## src/rtl/cisc_seq_pkg.sv

```systemverilog
package cisc_seq_pkg;
  localparam int BUF_W   = 24;
  localparam int ACC_W   = 16;
  localparam int LEN_W   = 32;
  localparam int OP_W    = 8;
  localparam int FLAG_W  = 16;
  localparam int INSTR_W = BUF_W + ACC_W + LEN_W + OP_W + FLAG_W;

  // held stations: occupied until the unit returns done
  localparam int ST_HOST = 0;
  localparam int ST_MM   = 1;
  localparam int ST_ACT  = 2;
  localparam int N_HELD  = 3;

  localparam logic [OP_W-1:0] OP_NOP      = 8'd0;
  localparam logic [OP_W-1:0] OP_HOST_RD  = 8'd1;
  localparam logic [OP_W-1:0] OP_HOST_WR  = 8'd2;
  localparam logic [OP_W-1:0] OP_WT_RD    = 8'd3;
  localparam logic [OP_W-1:0] OP_MATMUL   = 8'd4;
  localparam logic [OP_W-1:0] OP_ACT      = 8'd5;
  localparam logic [OP_W-1:0] OP_SYNC_ACT = 8'd6;
  localparam logic [OP_W-1:0] OP_SYNC_ALL = 8'd7;
  localparam logic [OP_W-1:0] OP_SET_CFG  = 8'd8;
  localparam logic [OP_W-1:0] OP_IRQ      = 8'd9;
  localparam logic [OP_W-1:0] OP_DBG_TAG  = 8'd10;
  localparam logic [OP_W-1:0] OP_HALT     = 8'd11;

  typedef struct packed {
    logic [FLAG_W-1:0] flags;
    logic [OP_W-1:0]   op;
    logic [LEN_W-1:0]  len;
    logic [ACC_W-1:0]  acc;
    logic [BUF_W-1:0]  buf_a;
  } instr_t;

  typedef struct packed {
    logic [N_HELD-1:0] held;
    logic wt;
    logic mm;
    logic host_wr;
    logic syn_act;
    logic syn_all;
    logic halt;
    logic cfg;
    logic irq;
    logic tag;
    logic bad;
  } dec_t;
endpackage

```

## src/rtl/cisc_decode.sv

```systemverilog
module cisc_decode
  import cisc_seq_pkg::*;
(
  input  logic [OP_W-1:0] op_i,
  output dec_t            dec_o
);
  always_comb begin
    dec_o = '0;
    unique case (op_i)
      OP_NOP:      ;
      OP_HOST_RD:  dec_o.held[ST_HOST] = 1'b1;
      OP_HOST_WR:  begin dec_o.held[ST_HOST] = 1'b1; dec_o.host_wr = 1'b1; end
      OP_WT_RD:    dec_o.wt = 1'b1;
      OP_MATMUL:   begin dec_o.held[ST_MM] = 1'b1; dec_o.mm = 1'b1; end
      OP_ACT:      dec_o.held[ST_ACT] = 1'b1;
      OP_SYNC_ACT: dec_o.syn_act = 1'b1;
      OP_SYNC_ALL: dec_o.syn_all = 1'b1;
      OP_SET_CFG:  dec_o.cfg = 1'b1;
      OP_IRQ:      dec_o.irq = 1'b1;
      OP_DBG_TAG:  dec_o.tag = 1'b1;
      OP_HALT:     dec_o.halt = 1'b1;
      default:     dec_o.bad = 1'b1;
    endcase
  end
endmodule

```

## src/rtl/cisc_station.sv

```systemverilog
module cisc_station (
  input  logic clk_i,
  input  logic rst_ni,
  input  logic take_i,
  input  logic done_i,
  output logic busy_o
);
  logic busy_q;

  always_ff @(posedge clk_i or negedge rst_ni) begin
    if (!rst_ni)     busy_q <= 1'b0;
    else if (take_i) busy_q <= 1'b1;
    else if (done_i) busy_q <= 1'b0;
  end

  assign busy_o = busy_q;


  no_double_take_chk: assert property (@(posedge clk_i) disable iff (!rst_ni)
    take_i |-> !busy_q);

  done_when_busy_chk: assert property (@(posedge clk_i) disable iff (!rst_ni)
    done_i |-> busy_q);

  busy_from_take_chk: assert property (@(posedge clk_i) disable iff (!rst_ni)
    $rose(busy_q) |-> $past(take_i));
endmodule

```

## src/rtl/cisc_wt_track.sv

```systemverilog
module cisc_wt_track #(
  parameter int MAX_OUT = 4,
  localparam int CNT_W  = $clog2(MAX_OUT + 1)
) (
  input  logic clk_i,
  input  logic rst_ni,
  input  logic issue_i,
  input  logic fill_i,
  output logic full_o,
  output logic empty_o
);
  logic [CNT_W-1:0] cnt_q;

  always_ff @(posedge clk_i or negedge rst_ni) begin
    if (!rst_ni) cnt_q <= '0;
    else if (issue_i && !fill_i) cnt_q <= cnt_q + 1'b1;
    else if (fill_i && !issue_i) cnt_q <= cnt_q - 1'b1;
  end

  assign full_o  = (cnt_q == CNT_W'(MAX_OUT));
  assign empty_o = (cnt_q == '0);


  no_overflow_chk: assert property (@(posedge clk_i) disable iff (!rst_ni)
    (issue_i && !fill_i) |-> !full_o);

  no_underflow_chk: assert property (@(posedge clk_i) disable iff (!rst_ni)
    fill_i |-> !empty_o);

  both_hold_chk: assert property (@(posedge clk_i) disable iff (!rst_ni)
    (issue_i && fill_i) |=> $stable(cnt_q));
endmodule

```

## src/rtl/cisc_seq.sv

```systemverilog
module cisc_seq
  import cisc_seq_pkg::*;
#(
  parameter int WT_MAX_OUT = 4
) (
  input  logic               clk_i,
  input  logic               rst_ni,
  input  logic               instr_valid_i,
  input  logic [INSTR_W-1:0] instr_i,
  output logic               instr_ready_o,
  output logic               host_req_o,
  output logic               host_wr_o,
  input  logic               host_done_i,
  output logic               wt_req_o,
  input  logic               wt_fill_i,
  output logic               mm_req_o,
  input  logic               mm_done_i,
  output logic               act_req_o,
  input  logic               act_done_i,
  output logic [BUF_W-1:0]   cmd_buf_o,
  output logic [ACC_W-1:0]   cmd_acc_o,
  output logic [LEN_W-1:0]   cmd_len_o,
  output logic [FLAG_W-1:0]  cfg_o,
  output logic [FLAG_W-1:0]  tag_o,
  output logic               irq_o,
  output logic               err_o,
  output logic               halted_o
);
  instr_t            ins;
  dec_t              dec;
  logic [N_HELD-1:0] busy, take, done_vec;
  logic              wt_full, wt_empty, can_go, accept, wt_issue;
  logic [N_HELD-1:0] req_q;
  logic              wt_req_q, host_wr_q, irq_q, err_q, halted_q;
  logic [BUF_W-1:0]  buf_q;
  logic [ACC_W-1:0]  acc_q;
  logic [LEN_W-1:0]  len_q;
  logic [FLAG_W-1:0] cfg_q, tag_q;

  assign ins = instr_t'(instr_i);

  cisc_decode u_dec (.op_i(ins.op), .dec_o(dec));

  assign done_vec[ST_HOST] = host_done_i;
  assign done_vec[ST_MM]   = mm_done_i;
  assign done_vec[ST_ACT]  = act_done_i;

  for (genvar s = 0; s < N_HELD; s++) begin : g_st
    cisc_station u_st (
      .clk_i, .rst_ni,
      .take_i(take[s]), .done_i(done_vec[s]), .busy_o(busy[s])
    );
  end

  cisc_wt_track #(.MAX_OUT(WT_MAX_OUT)) u_wt (
    .clk_i, .rst_ni,
    .issue_i(wt_issue), .fill_i(wt_fill_i),
    .full_o(wt_full), .empty_o(wt_empty)
  );

  // head-of-stream issue gate
  always_comb begin
    can_go = ~|(dec.held & busy);
    if (dec.wt && wt_full)                             can_go = 1'b0;
    if (dec.mm && (!wt_empty || busy[ST_HOST]))        can_go = 1'b0;
    if (dec.syn_act && busy[ST_ACT])                   can_go = 1'b0;
    if ((dec.syn_all || dec.halt) && (|busy || !wt_empty)) can_go = 1'b0;
  end

  assign instr_ready_o = !halted_q && can_go;
  assign accept        = instr_valid_i && instr_ready_o;
  assign take          = accept ? dec.held : '0;
  assign wt_issue      = accept && dec.wt;

  always_ff @(posedge clk_i or negedge rst_ni) begin
    if (!rst_ni) begin
      req_q     <= '0;
      wt_req_q  <= 1'b0;
      host_wr_q <= 1'b0;
      irq_q     <= 1'b0;
      err_q     <= 1'b0;
      halted_q  <= 1'b0;
      buf_q     <= '0;
      acc_q     <= '0;
      len_q     <= '0;
      cfg_q     <= '0;
      tag_q     <= '0;
    end else begin
      req_q    <= take;
      wt_req_q <= wt_issue;
      irq_q    <= accept && dec.irq;
      if (accept && (|dec.held || dec.wt)) begin
        buf_q     <= ins.buf_a;
        acc_q     <= ins.acc;
        len_q     <= ins.len;
        host_wr_q <= dec.host_wr;
      end
      if (accept && dec.cfg)  cfg_q    <= ins.flags;
      if (accept && dec.tag)  tag_q    <= ins.flags;
      if (accept && dec.bad)  err_q    <= 1'b1;
      if (accept && dec.halt) halted_q <= 1'b1;
    end
  end

  assign host_req_o = req_q[ST_HOST];
  assign mm_req_o   = req_q[ST_MM];
  assign act_req_o  = req_q[ST_ACT];
  assign wt_req_o   = wt_req_q;
  assign host_wr_o  = host_wr_q;
  assign cmd_buf_o  = buf_q;
  assign cmd_acc_o  = acc_q;
  assign cmd_len_o  = len_q;
  assign cfg_o      = cfg_q;
  assign tag_o      = tag_q;
  assign irq_o      = irq_q;
  assign err_o      = err_q;
  assign halted_o   = halted_q;


  one_req_chk: assert property (@(posedge clk_i) disable iff (!rst_ni)
    $onehot0({host_req_o, wt_req_o, mm_req_o, act_req_o}));

  mm_deps_chk: assert property (@(posedge clk_i) disable iff (!rst_ni)
    mm_req_o |-> (wt_empty && !busy[ST_HOST]));

  halt_stuck_chk: assert property (@(posedge clk_i) disable iff (!rst_ni)
    halted_o |=> halted_o);

  halt_no_fetch_chk: assert property (@(posedge clk_i) disable iff (!rst_ni)
    halted_o |-> !instr_ready_o);

  err_sticky_chk: assert property (@(posedge clk_i) disable iff (!rst_ni)
    err_o |=> err_o);
endmodule

```

## config.mk

```make
export PLATFORM = sky130hd
export DESIGN_NAME = cisc_seq
export DESIGN_NICKNAME = d
export VERILOG_FILES = /design/src/rtl/cisc_seq_pkg.sv /design/src/rtl/cisc_decode.sv /design/src/rtl/cisc_station.sv /design/src/rtl/cisc_wt_track.sv /design/src/rtl/cisc_seq.sv
export SDC_FILE = /design/constraint.sdc
export NUM_CORES = 1
export LEC_CHECK = 0
export BUFFER_PORTS_ARGS = -buffer_cell sky130_fd_sc_hd__buf_2
export CORE_UTILIZATION = 52
export CTS_BUF_LIST = sky130_fd_sc_hd__clkbuf_4 sky130_fd_sc_hd__clkbuf_8
export CTS_CLUSTER_DIAMETER = 80
export DETAILED_ROUTE_END_ITERATION = 6
export PLACE_DENSITY = 0.88
export SYNTH_ARGS = -nofsm -noshare
export SYNTH_HDL_FRONTEND = slang
export SYNTH_SLANG_ARGS = --single-unit
```

## constraint.sdc

```tcl
create_clock -name clk_i -period 5.3 [get_ports clk_i]
set_clock_uncertainty 0.15 [all_clocks]
set_input_delay 0.265 -clock clk_i [delete_from_list [all_inputs] [get_ports clk_i]]
set_output_delay 0.265 -clock clk_i [all_outputs]
set_load 0.02 [all_outputs]
```

==> results.md <==
| Metric | Value |
|:---|:---|
| Die area | 9430 um^2 |
| Total detailed-routing wirelength | 13500 um |
| Clock-pin slew on the worst setup and hold paths | 0.07 ns |
| Wire length of the first global-routing pass | 22000 um |
| Post-DRT Antenna Nets | 0 |
| Final Critical Period | 3.31 ns |
| Largest net degree at the start of global routing | 75 |
| Busiest grt layer | met2 |
| Skew-Pair Late Insertion Delay | 0.41 ns |
| Sequential cell area fraction in the yosys report | 0.628 |
| Run status | finished clean |
| GR Overflow Total | 0 |
| Most frequent cells in the layout | 214 x buf_2, 118 x dfrtp_1, 93 x dlygate4sd3_1 |
| Net count after synthesis | 403 |
| Synthesized-area fraction occupied by ao, oa, aoi and oai cells | 0.0229 |
| Setup repair after global routing missed its margin | false |
| Routed length per placed instance | 18.5 um |
| H-tree level count | 4 |
| Proportion of layout cells with a drive suffix above 1 | 0.533 |
| Post-DR vias/cell | 5.15 |
| Arrival time worst endpoint | 3.45 ns |
| Startpoint kind of the worst setup timing path | flip-flop |
| Global placement routability congestion | 0.807 |
| Final core occ | 0.820 |
| Syn Area/Cell | 15.8 um^2 |
| Highest achievable clock rate | 302 MHz |
| Starting utilization of the core area | 0.539 |
| HPWL after detailed placement | 7560 um |
| Highest ir drop seen on vdd | 0.209 mV |
| Number of optimization iterations in the first detailed-route pass | 4 |
| Endpoint of the most critical setup path | cmd_acc_o[9]$_DFFE_PN0P_ |
| Required time of the worst setup path | 5.44 ns |
| DRC violations left | 0 |
| Post-CTS setup buffers | 0 |
| Hold slack final | 0.0517 ns |
| Clock tree from TritonCTS | built |
| Worst Tran Pin Value | 1.12 ns |
| Simple logic cell fraction of the synthesized area | 0.0508 |
| Min-delay worst type | in2reg |
| Vias in the first global route | 4223 |
| CTS Buf Count | 17 |
| Routed via count | 3776 |
| Maximum net fanout on the critical path | 52 |
| Pwr per Cell Area | 344 nW/um^2 |
| Crit end category | flip-flop |
| Multiplexer area fraction after synthesis | 0.251 |
| Height of the chip | 97.1 um |
| Commonest non-fill, non-tap cell in the layout | buf_2 |
| Number of cells in the design after placement | 609 |
| Post-placement setup slack | 2.01 ns |
| Number of diodes added for antenna fixing | 0 |
| Clock tree sinks | 118 |
| Grt met2 use | 0.543 |
| Adder and majority gate portion of the synthesized area | 0.00691 |
| PnR worst setup slack | 1.99 ns |
| Dominant combinational cell family by area after synthesis | multiplexers |
| Max-slew headroom at the worst pin | 0.250 |
| Ports placed on the boundary | 216 |
| Cells after synthesis | 298 |
| Horizontal extent of the die | 97.1 um |
| Setup_tns | 0 ns |
| Endpoint of the worst register-to-register path | cmd_acc_o[9]$_DFFE_PN0P_ |
| Combined area of all synthesized cells | 4700 um^2 |
| Static Leakage | 3.87 nW |
| Maximum number of buffers from clock root to sink | 2 |
| Area growth from synthesis to final layout | 52.0% |
| Count of buffers from port buffering | 215 |
| Synth Area in XOR/XNOR | 0.00931 |
| Number of antenna violations at the first check in global routing | 0 |
| Number of non-filler instances in the completed layout | 733 |
| Reg-to-Reg Start | u_wt.cnt_q[1]$_DFFE_PN0P_ |
| Clock tree root buffer cell | clkbuf_8 |
| Final worst path period share | 0.624 |
| CP Launch Point | u_wt.cnt_q[1]$_DFFE_PN0P_ |
| Crit Path Class | reg2reg |
| Net count, final | 718 |
| Flops & latches, synth | 118 |
| Count of distinct cell types in the synthesized netlist | 40 |
| Register-to-Register Setup Slack | 1.99 ns |
| Final count of negative-setup-slack endpoints | 0 |
| Overall fraction of global-route tracks in use | 0.305 |
| Number of rows created at floorplan | 34 |
| GR Layer Usage met1 | 0.327 |
| Final number of hold-violating endpoints | 0 |
| Cell depth of the worst flop-to-flop path | 6 |
| Final count of pins violating max slew | 0 |
| Max-cap check violation count | 0 |
| GRT met3 Usage | 0.0899 |
| Count of yosys warnings during synthesis | 0 |
| Core Box Area | 8720 um^2 |
| Starting DRC count in detailed routing | 93 |
## cell families after synthesis
kind of cell,after synthesis
DFF,118
AOI/OAI and AO/OA,15
buffers and inverters,20
xor gates and xnor gates,5
muxes,105
adders and majority gates,2
and+or+nand+nor,33
## registers in the layout, indices dropped and copies added, names as in the netlist
| name | count |
|---|---|
| host_wr_o | 1 |
| cmd_acc_o | 16 |
| err_o | 1 |
| cfg_o | 16 |
| irq_o | 1 |
| halted_o | 1 |
| u_wt.cnt_q | 3 |
| cmd_buf_o | 24 |
| wt_req_o | 1 |
| g_st.u_st.busy_o | 3 |
| req_q | 3 |
| tag_o | 16 |
| cmd_len_o | 32 |
## per-stage QoR
stage	total power, mW	area [um^2]
4_1_cts	2.44	7150
3_5_place_dp	1.57	5820
6_report	2.46	7150
5_1_grt	2.56	7150
2_1_floorplan	1.36	4700
3_3_place_gp	1.54	5820
## layout make-up
cell class	count	area, um^2
clock inverters	13	158
multi-input cells	160	1610
flip-flops and latches	118	2950
fillers	452	1570
well taps	108	135
clock buffers	18	241
repair buffers	310	2040
inverters	6	22.5
## cells in the mapped netlist, drive strengths merged
master	instances	area, um^2
a21o	1	7.51
a21oi	4	20.0
a2bb2oi	1	8.76
a311o	1	10.0
and2	1	6.26
and3b	2	17.5
and4b	2	20.0
buf	13	120
clkbuf	1	3.75
dfrtp	118	2950
fa	1	20.0
ha	1	12.5
inv	6	22.5
mux2	105	1180
nand2	2	7.51
nand2b	2	12.5
nand3	2	10.0
nand4bb	1	11.3
nor2	7	26.3
nor2b	3	18.8
nor3	1	16.3
nor4	2	12.5
nor4b	2	32.5
o211ai	1	7.51
o21bai	2	15.0
o22ai	3	18.8
o31ai	2	20.0
or2	2	12.5
or3	1	6.26
or4	2	18.8
or4b	1	10.0
xnor2	3	26.3
xor2	2	17.5
## timing repair
action	4_1_cts	5_1_grt
endpoints found under the setup margin	0	0
hold buffers	93	0
resized for setup	0	0
endpoints found under the hold margin	181	0
## worst min path at each step
| stage | from | to | slack, ns | cells after the start |
|---|---|---|---|---|
| after global routing | instr_i[76] | halted_o$_DFFE_PN0P_ | 0.05 | 4 |
| after detailed placement | rst_ni | g_st[2].u_st.busy_o$_DFFE_PN0P_ | 0.30 | 1 |
| after global placement | rst_ni | g_st[2].u_st.busy_o$_DFFE_PN0P_ | 0.28 | 1 |
| after CTS | instr_i[76] | halted_o$_DFFE_PN0P_ | 0.03 | 4 |
| final | instr_i[76] | halted_o$_DFFE_PN0P_ | 0.05 | 4 |
| after floorplan | rst_ni | cfg_o[0]$_DFFE_PN0P_ | -0.18 | 0 |
## report_power, final
group	leakage [nW]	internal [mW]	switching, mW	total, mW
sequential	1.58	1.02	0.0746	1.09
combinational	2.10	0.240	0.296	0.536
clock	0.194	0.466	0.363	0.829
total	3.87	1.72	0.734	2.46
## critical path: stages, from the launching register on
cell	delay [ns]
dfrtp_1	0.42
or4_1	0.50
nor2_1	0.10
o211ai_1	0.26
nor3_4	0.96
buf_12	0.36
mux2_2	0.40
## metal layers
metal  vias to the layer above  share of wire
met3                        51          0.071
met5                         -              0
met1                      1844           0.36
li1                       1692              -
met4                         0          0.042
met2                       189           0.53
Power figures use the tool's default switching activity.
